===== src/rtl/hit_alloc_pkg.sv =====
package hit_alloc_pkg;
  localparam int unsigned DEF_COL_W  = 8;
  localparam int unsigned DEF_FRAC_W = 8;
  localparam int unsigned DEF_AMP_W  = 8;
  localparam int unsigned DEF_RNG_W  = 16;
  localparam logic [15:0] DEF_TAPS   = 16'hB400;
  localparam logic [15:0] DEF_SEED   = 16'hACE1;

  typedef enum logic {
    PICK_SAME = 1'b0,
    PICK_NEXT = 1'b1
  } col_pick_e;
endpackage


===== src/rtl/hit_alloc_rng.sv =====
module hit_alloc_rng #(
  parameter int unsigned W     = 16,
  parameter int unsigned OUT_W = 8,
  parameter logic [W-1:0] TAPS = 16'hB400,
  parameter logic [W-1:0] SEED = 16'hACE1
) (
  input  logic             clk,
  input  logic             rst,
  input  logic             advance,
  output logic [OUT_W-1:0] rnd
);
  logic [W-1:0] state;
  logic         fb;

  assign fb  = ^(state & TAPS);
  assign rnd = state[OUT_W-1:0];

  always_ff @(posedge clk) begin
    if (rst)          state <= SEED;
    else if (advance) state <= {state[W-2:0], fb};
  end


  rng_nonzero_chk: assert property (@(posedge clk) disable iff (rst)
    state != '0);

  rng_hold_chk: assert property (@(posedge clk) disable iff (rst)
    !advance |=> $stable(state));

  rng_moves_chk: assert property (@(posedge clk) disable iff (rst)
    advance |=> state == {$past(state[W-2:0]), $past(fb)});
endmodule


===== src/rtl/hit_alloc_colsel.sv =====
module hit_alloc_colsel
  import hit_alloc_pkg::*;
#(
  parameter int unsigned COL_W  = 8,
  parameter int unsigned FRAC_W = 8
) (
  input  logic [COL_W-1:0]  col_in,
  input  logic [FRAC_W-1:0] frac,
  input  logic [FRAC_W-1:0] rnd,
  output col_pick_e         pick,
  output logic [COL_W-1:0]  col_out
);
  localparam logic [COL_W-1:0] LAST_COL = {COL_W{1'b1}};

  logic at_edge;
  logic wants_next;

  assign at_edge    = (col_in == LAST_COL);
  assign wants_next = (rnd < frac);

  always_comb begin
    pick = PICK_SAME;
    if (wants_next && !at_edge) pick = PICK_NEXT;
  end

  assign col_out = (pick == PICK_NEXT) ? col_in + COL_W'(1) : col_in;


  edge_stay_chk: assert final (!at_edge || col_out == LAST_COL);
endmodule


===== src/rtl/hit_alloc_step.sv =====
module hit_alloc_step #(
  parameter int unsigned AMP_W = 8
) (
  input  logic             clk,
  input  logic             rst,
  input  logic             load,
  input  logic             first,
  input  logic [AMP_W-1:0] amp,
  output logic [AMP_W-1:0] step
);
  logic [AMP_W-1:0] prev_amp;
  logic             have_prev;

  always_ff @(posedge clk) begin
    if (rst) begin
      prev_amp  <= '0;
      have_prev <= 1'b0;
    end else if (load) begin
      prev_amp  <= amp;
      have_prev <= 1'b1;
    end
  end

  always_comb begin
    if (first || !have_prev) step = '0;
    else if (amp >= prev_amp) step = amp - prev_amp;
    else                      step = prev_amp - amp;
  end


  step_fresh_chk: assert property (@(posedge clk) disable iff (rst)
    load |=> have_prev);
endmodule


===== src/rtl/stoch_hit_alloc.sv =====
module stoch_hit_alloc
  import hit_alloc_pkg::*;
#(
  parameter int unsigned COL_W  = DEF_COL_W,
  parameter int unsigned FRAC_W = DEF_FRAC_W,
  parameter int unsigned AMP_W  = DEF_AMP_W,
  parameter int unsigned RNG_W  = DEF_RNG_W,
  parameter logic [RNG_W-1:0] RNG_TAPS = DEF_TAPS,
  parameter logic [RNG_W-1:0] RNG_SEED = DEF_SEED
) (
  input  logic              clk,
  input  logic              rst,
  input  logic              pt_valid,
  output logic              pt_ready,
  input  logic              pt_start,
  input  logic [COL_W-1:0]  pt_col,
  input  logic [FRAC_W-1:0] pt_frac,
  input  logic [AMP_W-1:0]  pt_amp,
  output logic              hit_valid,
  input  logic              hit_ready,
  output logic [COL_W-1:0]  hit_col,
  output logic [AMP_W-1:0]  hit_row,
  output logic [AMP_W-1:0]  hit_bright
);
  localparam logic [COL_W-1:0] LAST_COL = {COL_W{1'b1}};

  logic              take;
  logic [FRAC_W-1:0] rnd;
  col_pick_e         pick;
  logic [COL_W-1:0]  sel_col;
  logic [AMP_W-1:0]  step;

  assign pt_ready = !hit_valid || hit_ready;
  assign take     = pt_valid && pt_ready;

  hit_alloc_rng #(
    .W(RNG_W), .OUT_W(FRAC_W), .TAPS(RNG_TAPS), .SEED(RNG_SEED)
  ) u_rng (
    .clk(clk), .rst(rst), .advance(take), .rnd(rnd)
  );

  hit_alloc_colsel #(.COL_W(COL_W), .FRAC_W(FRAC_W)) u_colsel (
    .col_in(pt_col), .frac(pt_frac), .rnd(rnd), .pick(pick), .col_out(sel_col)
  );

  hit_alloc_step #(.AMP_W(AMP_W)) u_step (
    .clk(clk), .rst(rst), .load(take), .first(pt_start), .amp(pt_amp), .step(step)
  );

  always_ff @(posedge clk) begin
    if (rst) begin
      hit_valid  <= 1'b0;
      hit_col    <= '0;
      hit_row    <= '0;
      hit_bright <= '0;
    end else begin
      if (take) begin
        hit_valid  <= 1'b1;
        hit_col    <= sel_col;
        hit_row    <= pt_amp;
        hit_bright <= step;
      end else if (hit_ready) begin
        hit_valid  <= 1'b0;
      end
    end
  end


  col_pair_chk: assert property (@(posedge clk) disable iff (rst)
    take |=> (hit_col == $past(pt_col)) || (hit_col == COL_W'($past(pt_col) + 1'b1)));

  frac_zero_chk: assert property (@(posedge clk) disable iff (rst)
    take && pt_frac == '0 |=> hit_col == $past(pt_col));

  last_col_chk: assert property (@(posedge clk) disable iff (rst)
    take && pt_col == LAST_COL |=> hit_col == LAST_COL);

  row_copy_chk: assert property (@(posedge clk) disable iff (rst)
    take |=> hit_valid && hit_row == $past(pt_amp));

  start_dark_chk: assert property (@(posedge clk) disable iff (rst)
    take && pt_start |=> hit_bright == '0);

  stall_hold_chk: assert property (@(posedge clk) disable iff (rst)
    hit_valid && !hit_ready |=> hit_valid && $stable(hit_col) && $stable(hit_row) && $stable(hit_bright));
endmodule


===== config.mk =====
export PLATFORM = sky130hd
export DESIGN_NAME = stoch_hit_alloc
export DESIGN_NICKNAME = d
export VERILOG_FILES = /design/src/rtl/hit_alloc_pkg.sv /design/src/rtl/hit_alloc_rng.sv /design/src/rtl/hit_alloc_colsel.sv /design/src/rtl/hit_alloc_step.sv /design/src/rtl/stoch_hit_alloc.sv
export SDC_FILE = /design/constraint.sdc
export NUM_CORES = 1
export LEC_CHECK = 0
export BUFFER_PORTS_ARGS = -buffer_cell sky130_fd_sc_hd__buf_2
export CELL_PAD_IN_SITES_DETAIL_PLACEMENT = 0
export CELL_PAD_IN_SITES_GLOBAL_PLACEMENT = 2
export CORE_MARGIN = 2
export CORE_UTILIZATION = 31
export DETAILED_ROUTE_END_ITERATION = 8
export GPL_TIMING_DRIVEN = 0
export MAX_ROUTING_LAYER = met4
export PLACE_DENSITY_LB_ADDON = 0.1
export SETUP_SLACK_MARGIN = 0.02
export SLEW_MARGIN = 25
export SYNTH_ARGS = -nofsm -noshare
export SYNTH_HDL_FRONTEND = slang
export SYNTH_SLANG_ARGS = --single-unit
export TNS_END_PERCENT = 20

===== constraint.sdc =====
create_clock -name clk -period 2.8 [get_ports clk]
set_input_delay 0.14 -clock clk [delete_from_list [all_inputs] [get_ports clk]]
set_output_delay 0.14 -clock clk [all_outputs]
set_load 0.005 [all_outputs]

==> results of run 1 <==
[synthesized netlist by cell type (2+ instances only)]
master | instances | area, um^2
a21o_1 | 3 | 22.52
a21oi_1 | 27 | 135.1
a221oi_1 | 8 | 70.07
a311oi_1 | 7 | 61.31
a31o_2 | 2 | 17.52
a31oi_1 | 2 | 12.51
and2_1 | 2 | 12.51
and3_4 | 2 | 22.52
buf_2 | 3 | 15.01
clkbuf_1 | 10 | 37.54
dfxtp_1 | 42 | 840.8
fa_1 | 2 | 40.04
ha_1 | 23 | 287.8
inv_1 | 34 | 127.6
nand2_1 | 58 | 217.7
nand3_1 | 3 | 15.01
nand3b_1 | 8 | 60.06
nand4_1 | 3 | 18.77
nor2_1 | 13 | 48.80
nor3_1 | 2 | 10.01
nor4_1 | 3 | 18.77
o21a_1 | 4 | 30.03
o21ai_0 | 6 | 30.03
o21ai_1 | 5 | 25.02
o21bai_1 | 2 | 15.01
o221a_1 | 4 | 45.04
o31a_1 | 4 | 35.03
o31ai_1 | 4 | 30.03
or3_1 | 2 | 12.51
or4_1 | 4 | 30.03
xnor2_1 | 3 | 26.28
[logic make-up (layout without fill, tap and decap cells)]
family,Yosys count,in the layout,synth area share
AO/OA/AOI/OAI,89,89,0.2466
adder cells (fa/ha/maj),25,25,0.1279
AND/OR/NAND/NOR,110,110,0.2153
buffers and inverters,48,110,0.07177
flip-flops,42,42,0.3281
XOR/XNOR,3,3,0.01026
[power groups by stage]
stage / sequential [mW] / clock, mW / combinational (mW)
after floorplan: 0.690 / 0 / 0.228
after global placement: 0.692 / 0 / 0.355
after detailed placement: 0.694 / 0 / 0.355
after CTS: 0.680 / 0.421 / 0.359
after global routing: 0.686 / 0.449 / 0.404
final: 0.678 / 0.405 / 0.355
[per-layer routing]
metal,track usage,up-vias,wire (um)
li1,-,1250,-
met4,0.04106,0,98
met3,0.02634,9,190
met2,0.2754,42,3387
met5,-,-,0
met1,0.2158,1113,3332
[worst max-delay path, delay by kind of cell (launching register included)]
kind	cells	cell delay [ps]
AND/OR/NAND/NOR	2	850
adder cells (fa/ha/maj)	2	630
AO/OA/AOI/OAI	3	540
flip-flops	1	380
buffers and inverters	1	60
[through the flow]
stage	hold slack (ps)	power, mW	util	cell area (um^2)
after floorplan	269.5	0.9185	-	2562
after global placement	407.5	1.047	0.3663	2964
after detailed placement	412.2	1.049	0.3663	2964
after CTS	88.11	1.459	0.3769	3050
after global routing	98.14	1.540	0.3769	3050
final	90.37	1.439	0.3769	3050
[area by class of cell]
| cell class | count | area share |
|---|---|---|
| plain buffers | 14 | 0.01846 |
| repair buffers | 54 | 0.08860 |
| flip-flops and latches | 42 | 0.2756 |
| multi-input cells | 227 | 0.5041 |
| clock inverters | 2 | 0.004512 |
| clock buffers | 6 | 0.02379 |
| inverters | 34 | 0.04184 |
| well taps | 105 | 0.04307 |
[placed cells by master (no fill, tap or decap), types with 2 or more instances in the layout]
| cell type | n |
|---|---|
| a21o_1 | 3 |
| a21oi_1 | 27 |
| a221oi_1 | 8 |
| a311oi_1 | 7 |
| a31o_2 | 2 |
| a31oi_1 | 2 |
| and2_1 | 2 |
| and3_4 | 2 |
| buf_2 | 57 |
| clkbuf_1 | 11 |
| clkbuf_8 | 5 |
| dfxtp_1 | 42 |
| fa_1 | 2 |
| ha_1 | 23 |
| inv_1 | 34 |
| nand2_1 | 58 |
| nand3_1 | 3 |
| nand3b_1 | 8 |
| nand4_1 | 3 |
| nor2_1 | 13 |
| nor3_1 | 2 |
| nor4_1 | 3 |
| o21a_1 | 4 |
| o21ai_0 | 6 |
| o21ai_1 | 5 |
| o21bai_1 | 2 |
| o221a_1 | 4 |
| o31a_1 | 4 |
| o31ai_1 | 4 |
| or3_1 | 2 |
| or4_1 | 4 |
| xnor2_1 | 3 |
[final timing paths]
kind / start / slack [ps] / cells past startpoint / endpoint
hold / removal: pt_amp[5] / 90 / 3 / hit_row[5]
hold reg to reg: hit_bright[5] / 450 / 2 / hit_bright[5]
setup reg to reg: hit_row[0] / 280 / 8 / hit_bright[2]
setup / recovery: hit_row[0] / 280 / 8 / hit_bright[2]
[state kept, by name (all words and copies together), names as in the netlist]
| signal | count |
|---|---|
| hit_col | 8 |
| u_rng.state | 16 |
| hit_row | 8 |
| u_step.have_prev | 1 |
| hit_bright | 8 |
| hit_valid | 1 |
==> reports/qor.yml, run 1 <==
grt_pass1_vias: 2248
p_switching_mw: 0.4629
switching_share: 0.3218
drc: 0
clock_latency_ps: 300
crit_type: "flip-flop to flip-flop"
cp_max_fo: 7
pre_cts_ws_ps: 338.5
dr.pass1.iters: 5
drive_gt1_frac: 0.2005
multi_input_area_mm2: 0.001538
required_ps: 3050
placedCellCount: 476
min_path_type: "input pin to flip-flop"
die_y_um: 94.92
fp.coreArea_mm2: 0.008093
portBuffers: 54
synth.net_count: 371
grt_pass1_wl_um: 11440
finalSetupViolCount: 0
status: "finished clean"
seq_area_frac_synth: 0.3281
htree_levels: 2
num_antenna_cells: 0
relSlewSlack: 0.4921
grt_max_degree: 14
finalHoldViolCount: 0
area_delta_synth_final_pct: 19.04
avgSynthCellArea_um2: 8.083
rsz0062_at_grt: "false"
synthFlopType: "dfxtp_1"
worst_setup_path_start_kind: "flip-flop"
post_cts_buffers: 0
layout_setup_ws_ps: 282.7
cts_tree: "built"
grt.overflow.total: 0
setup_tns_ps: 0
fillers: 911
cts_hold_buf: 0
slew_violations: 0
drtAntennaViolNets: 0
min_period_over_period: 0.8990
dr_total_vias: 2414
slowest_stage: "nor4_2"
sequentialPowerShare: 0.472
cellPowerDensity_mw_per_mm2: 471.6
grt_use_total: 0.1676
synth-seq-cells: 42
cts_root_buffer: "clkbuf_8"
clock_power_share: 0.281
clkTransAtPathRegs_ps: 90
io_pins: 55
p_comb_frac: 0.247
yosys_warnings: 0
wl_um: 7008
dpl.hpwl_um: 5290
cp_slowest_stage_delay_ps: 710
path_cells: "ha_1 > inv_1 > fa_1 > nand3_1 > a31oi_1 > nor4_2 > a221o_1 > a22o_1"
stdcell_count: 484
dr.first_iter.drc_count: 97
regArea_um2: 840.8
skew_ps: 5.470
antenna_found_initial: 0
irDropWorstVdd_mv: 0.1831
cts_resized: 0
start_util: 0.3166
dieWidth_um: 94.92
fin_crit_ps: 2517
crit_arrival_ps: 2760
synthCells: 317
leakage_nw: 1.349
ys_types: 53
cp-end-kind: "flip-flop"
layout.nets: 432
synth_edf_count: 0
async_flop_share: 0
netlist_area_mm2: 0.002562
numCtsBuffers: 5
tightest_slew_ps: 755.5
fmax_mhz: 397.2
vias_per_cell: 4.988
clock-sinks: 42
fp-row-count: 33
gp_congestion: 0.7807
cap_violations: 0
cts_buffer_depth: 2
die-area_mm2: 0.009009
avgRoutedWirePerCell_um: 14.48
p_int_mw: 0.9757
Power figures use the tool's default switching activity.
==> inputs of run 2 (changes only) <==
CORE_ASPECT_RATIO = 0.9   (was default)
==> run 2 against run 1 <==
Effect of this change:
- final area about the same
- largest cell class unchanged
- worst setup slack better by 36 ps
- die area barely moved
- clock skew rose by 4.2 ps
- count of clock-buffer cells in the layout rose by 1
- sequential power about the same
- non-clock buffer count unchanged
- sequential share of layout area hardly changed
- register-to-register slack better by 40 ps
- combinational power is essentially flat
==> reports/qor.yml, run 2 (synthesis results as in run 1) <==
status: "finished clean"
drive_gt1_frac: 0.2005
cts_root_buffer: "clkbuf_8"
finalSetupViolCount: 0
avgRoutedWirePerCell_um: 14.33
gp_congestion: 0.8629
p_total_mw: 1.449
crit_arrival_ps: 2720
final_cell_mix: "nand2_1 (58), buf_2 (57), dfxtp_1 (42), inv_1 (34), a21oi_1 (27)"
numCtsBuffers: 5
vias_per_cell: 5.075
clock_latency_ps: 290
dr.pass1.iters: 4
dr.first_iter.drc_count: 97
path_cells: "ha_1 > inv_1 > fa_1 > nand3_1 > a31oi_1 > nor4_2 > a221o_1 > a22o_1"
clkTransAtPathRegs_ps: 90
cellPowerDensity_mw_per_mm2: 475.5
cp-end-kind: "flip-flop"
io_pins: 55
grt.overflow.total: 0
crit_type: "flip-flop to flip-flop"
p_comb_frac: 0.245
antenna_found_initial: 0
htree_levels: 2
placed_area_mm2: 0.002957
grt_use_total: 0.1606
setup_tns_ps: 0
largest-register: "u_rng.state"
finalHoldViolCount: 0
cts_resized: 0
dieWidth_um: 99.84
clock-sinks: 42
final_util: 0.3796
drc: 0
relSlewSlack: 0.4994
clock_power_share: 0.288
switching_share: 0.3115
cp_slowest_stage_delay_ps: 690
start_util: 0.3192
fmax_mhz: 403.0
cts_buffer_depth: 2
sequentialPowerShare: 0.467
skew_ps: 9.658
fp-row-count: 31
slowest_stage: "nor4_2"
min_path_type: "input pin to flip-flop"
die-area_mm2: 0.009010
irDropWorstVdd_mv: 0.1966
rsz0062_at_grt: "false"
cts_hold_buf: 0
grt_max_degree: 13
area_delta_synth_final_pct: 18.95
worst_setup_path_start_kind: "flip-flop"
grt_pass1_vias: 2254
cap_violations: 0
fin_crit_ps: 2481
finalInstanceArea_mm2: 0.003048
slew_violations: 0
die_y_um: 90.25
post_cts_buffers: 0
min_period_over_period: 0.8862
dr_total_vias: 2426
p_int_mw: 0.9979
cts_tree: "built"
num_antenna_cells: 0
dpl.hpwl_um: 5261
required_ps: 3040
leakage_nw: 1.352
drtAntennaViolNets: 0
grt_pass1_wl_um: 11230
portBuffers: 54
wl_um: 6850
largest_reg_flops: 16
layout.nets: 432
holdWs_ps: 97.97
p_switching_mw: 0.4514
tightest_slew_ps: 744.7
final_common_cell: "nand2_1"
fp.coreArea_mm2: 0.008029
cp_max_fo: 7
## run 2: cell count changes in the layout (fill, tap and decap cells not counted)
cell      previous run  this run
clkbuf_8             5         6
clkinv_4             1         0
## run 2: per-layer routing
layer	up-vias	routed length [um]	GRT usage	share of wire
met4	0	35	0.03082	0.0051
li1	1253	-	-	-
met5	-	0	-	0
met1	1115	3753	0.2456	0.55
met3	2	309	0.02941	0.045
met2	56	2751	0.2202	0.40
## run 2: through the flow
step,instances,setup WS (ps)
5_1_grt,478,115.8
2_1_floorplan,317,644.2
4_1_cts,478,353.9
3_5_place_dp,470,379.7
3_3_place_gp,470,326.0
6_report,478,318.7
## run 2: layout make-up
type	count	area [um^2]
tap	99	123.9
multi-input combinational	227	1538
fill	858	4981
timing repair buffer	54	270.3
sequential	42	840.8
inverter	34	127.6
clock buffer	7	86.33
buffer	14	56.30
clock inverter	1	5.005
## run 2: final timing paths
kind / start / endpoint / slack (ps) / cells past startpoint
worst max-delay path: hit_row[0] / hit_bright[2] / 320 / 8
worst min-delay path: pt_amp[7] / hit_row[7] / 100 / 3
worst max register to register: hit_row[0] / hit_bright[2] / 320 / 8
worst min register to register: hit_bright[5] / hit_bright[5] / 450 / 2
## run 2: worst max-delay path: cells and delay by family, from the launching register on
| family | cells | cell delay [ps] |
|---|---|---|
| compound gates | 3 | 540 |
| flops | 1 | 380 |
| fa+ha+maj | 2 | 620 |
| buf+inv | 1 | 60 |
| simple gates | 2 | 820 |
## run 2: power by group through the flow
stage | Clock, mW | Combinational (mW) | Sequential [mW]
6_report | 0.417 | 0.355 | 0.678
5_1_grt | 0.458 | 0.403 | 0.686
4_1_cts | 0.434 | 0.358 | 0.678
3_5_place_dp | 0 | 0.356 | 0.692
3_3_place_gp | 0 | 0.357 | 0.691
2_1_floorplan | 0 | 0.228 | 0.690
==> inputs of run 3 (changes only) <==
PLACE_DENSITY = 0.91   (was default)
PLACE_DENSITY_LB_ADDON = default   (was 0.1)
SETUP_SLACK_MARGIN = 0.1   (was 0.02)
==> run 3 against run 2 <==
Effect of this change:
- non-clock buffer count did not move
- global-route usage fell by 0.47 points
- combinational power barely moved
==> reports/qor.yml, run 3 (synthesis results as in run 1) <==
critPathTopFamily: "simple AND/OR/NAND/NOR gates"
cp.depth: 8
post_cts_buffers: 0
num_antenna_cells: 0
cp_max_fo: 5
start_util: 0.3192
portBuffers: 54
fin_crit_ps: 2430
cts_buffer_depth: 2
fp.coreArea_mm2: 0.008029
grt.overflow.total: 0
required_ps: 3040
layout_setup_ws_ps: 369.6
r2r-start: "hit_row[0]"
crit_start: "hit_row[0]"
cts_resized: 0
dr.first_iter.drc_count: 117
drc: 0
dr_total_vias: 2439
finalSetupViolCount: 0
placedCellCount: 470
finalHoldViolCount: 0
slew_violations: 0
fmax_mhz: 411.5
status: "finished clean"
numCtsBuffers: 5
vias_per_cell: 5.103
min_from: "pt_amp[7]"
cp_slowest_stage_delay_ps: 610
worst_setup_path_start_kind: "flip-flop"
cts_root_buffer: "clkbuf_8"
cellPowerDensity_mw_per_mm2: 470.9
grt_pass1_wl_um: 11130
die-area_mm2: 0.009010
rsz0062_at_grt: "false"
grt_max_degree: 15
path_cells: "ha_1 > inv_1 > fa_1 > nand3_1 > a31oi_1 > or4_4 > o221a_1 > o21ai_1"
crit_arrival_ps: 2670
avgRoutedWirePerCell_um: 13.79
skew_ps: 3.306
io_pins: 55
clock-sinks: 42
worst-path-buf-inv: 1
clkTransAtPathRegs_ps: 90
grt_use_total: 0.1559
final_cell_mix: "nand2_1 (58), buf_2 (57), dfxtp_1 (42), inv_1 (34), a21oi_1 (27)"
stdcell_count: 478
gp_congestion: 0.8744
tightest_slew_ps: 697.8
dpl.hpwl_um: 5059
cts_hold_buf: 0
clock_latency_ps: 300
grt_pass1_vias: 2312
drtAntennaViolNets: 0
cap_violations: 0
reg2reg_depth: 8
drive_gt1_frac: 0.2032
pre_cts_ws_ps: 330.9
antenna_found_initial: 0
cp-end-kind: "flip-flop"
die_y_um: 90.25
slowest_stage: "or4_4"
layout.nets: 432
leakage_nw: 1.348
htree_levels: 2
area_delta_synth_final_pct: 19.24
dieWidth_um: 99.84
wl_um: 6592
hold_depth: 3
crit_type: "flip-flop to flip-flop"
placed_area_mm2: 0.002957
cts_tree: "built"
largest_reg_flops: 16
finalInstanceArea_mm2: 0.003055
final_common_cell: "nand2_1"
min_period_over_period: 0.8680
final_util: 0.3806
fp-row-count: 31
irDropWorstVdd_mv: 0.1714
relSlewSlack: 0.5326
min_path_type: "input pin to flip-flop"
setup_tns_ps: 0
largest-register: "u_rng.state"
dr.pass1.iters: 4
-- run 3: worst min-delay path, delay by kind of cell --
kind	cells	cell delay [ps]
compound gates	1	50
buf+inv	1	120
simple gates	1	50
-- run 3: area by class of cell --
cell class / instances / area [um^2]
Fill cell: 858 / 4974
Multi-Input combinational cell: 227 / 1546
Inverter: 34 / 127.6
Clock inverter: 3 / 21.27
Timing Repair Buffer: 54 / 270.3
Sequential cell: 42 / 840.8
Buffer: 14 / 56.30
Clock buffer: 5 / 68.82
Tap cell: 99 / 123.9
-- run 3: where the power goes --
part / total (mW) / switching, mW / internal [mW]
logic: 0.352 / 0.200 / 0.153
clock network: 0.408 / 0.232 / 0.176
registers: 0.679 / 0.0322 / 0.646
total: 1.44 / 0.464 / 0.974
-- run 3: metrics by stage --
| step | total power, mW | hold slack [ps] |
|---|---|---|
| finish | 1.439 | 98.84 |
| global route | 1.548 | 96.99 |
| CTS | 1.458 | 88.09 |
| detailed placement | 1.045 | 417.7 |
| global placement | 1.040 | 411.8 |
| floorplan | 0.9185 | 269.5 |
-- run 3: worst paths after layout --
kind	to	slack [ps]
min reg2reg	hit_bright[4]	450
max reg2reg	hit_bright[4]	370
max	hit_bright[4]	370
min	hit_row[7]	100
-- run 3: routing by layer --
| layer | global-route usage | vias to the layer above | part of all wire |
|---|---|---|---|
| li1 | - | 1254 | - |
| met1 | 0.2262 | 1122 | 0.52 |
| met2 | 0.2207 | 58 | 0.41 |
| met3 | 0.03096 | 5 | 0.056 |
| met4 | 0.04110 | 0 | 0.012 |
| met5 | - | - | 0 |
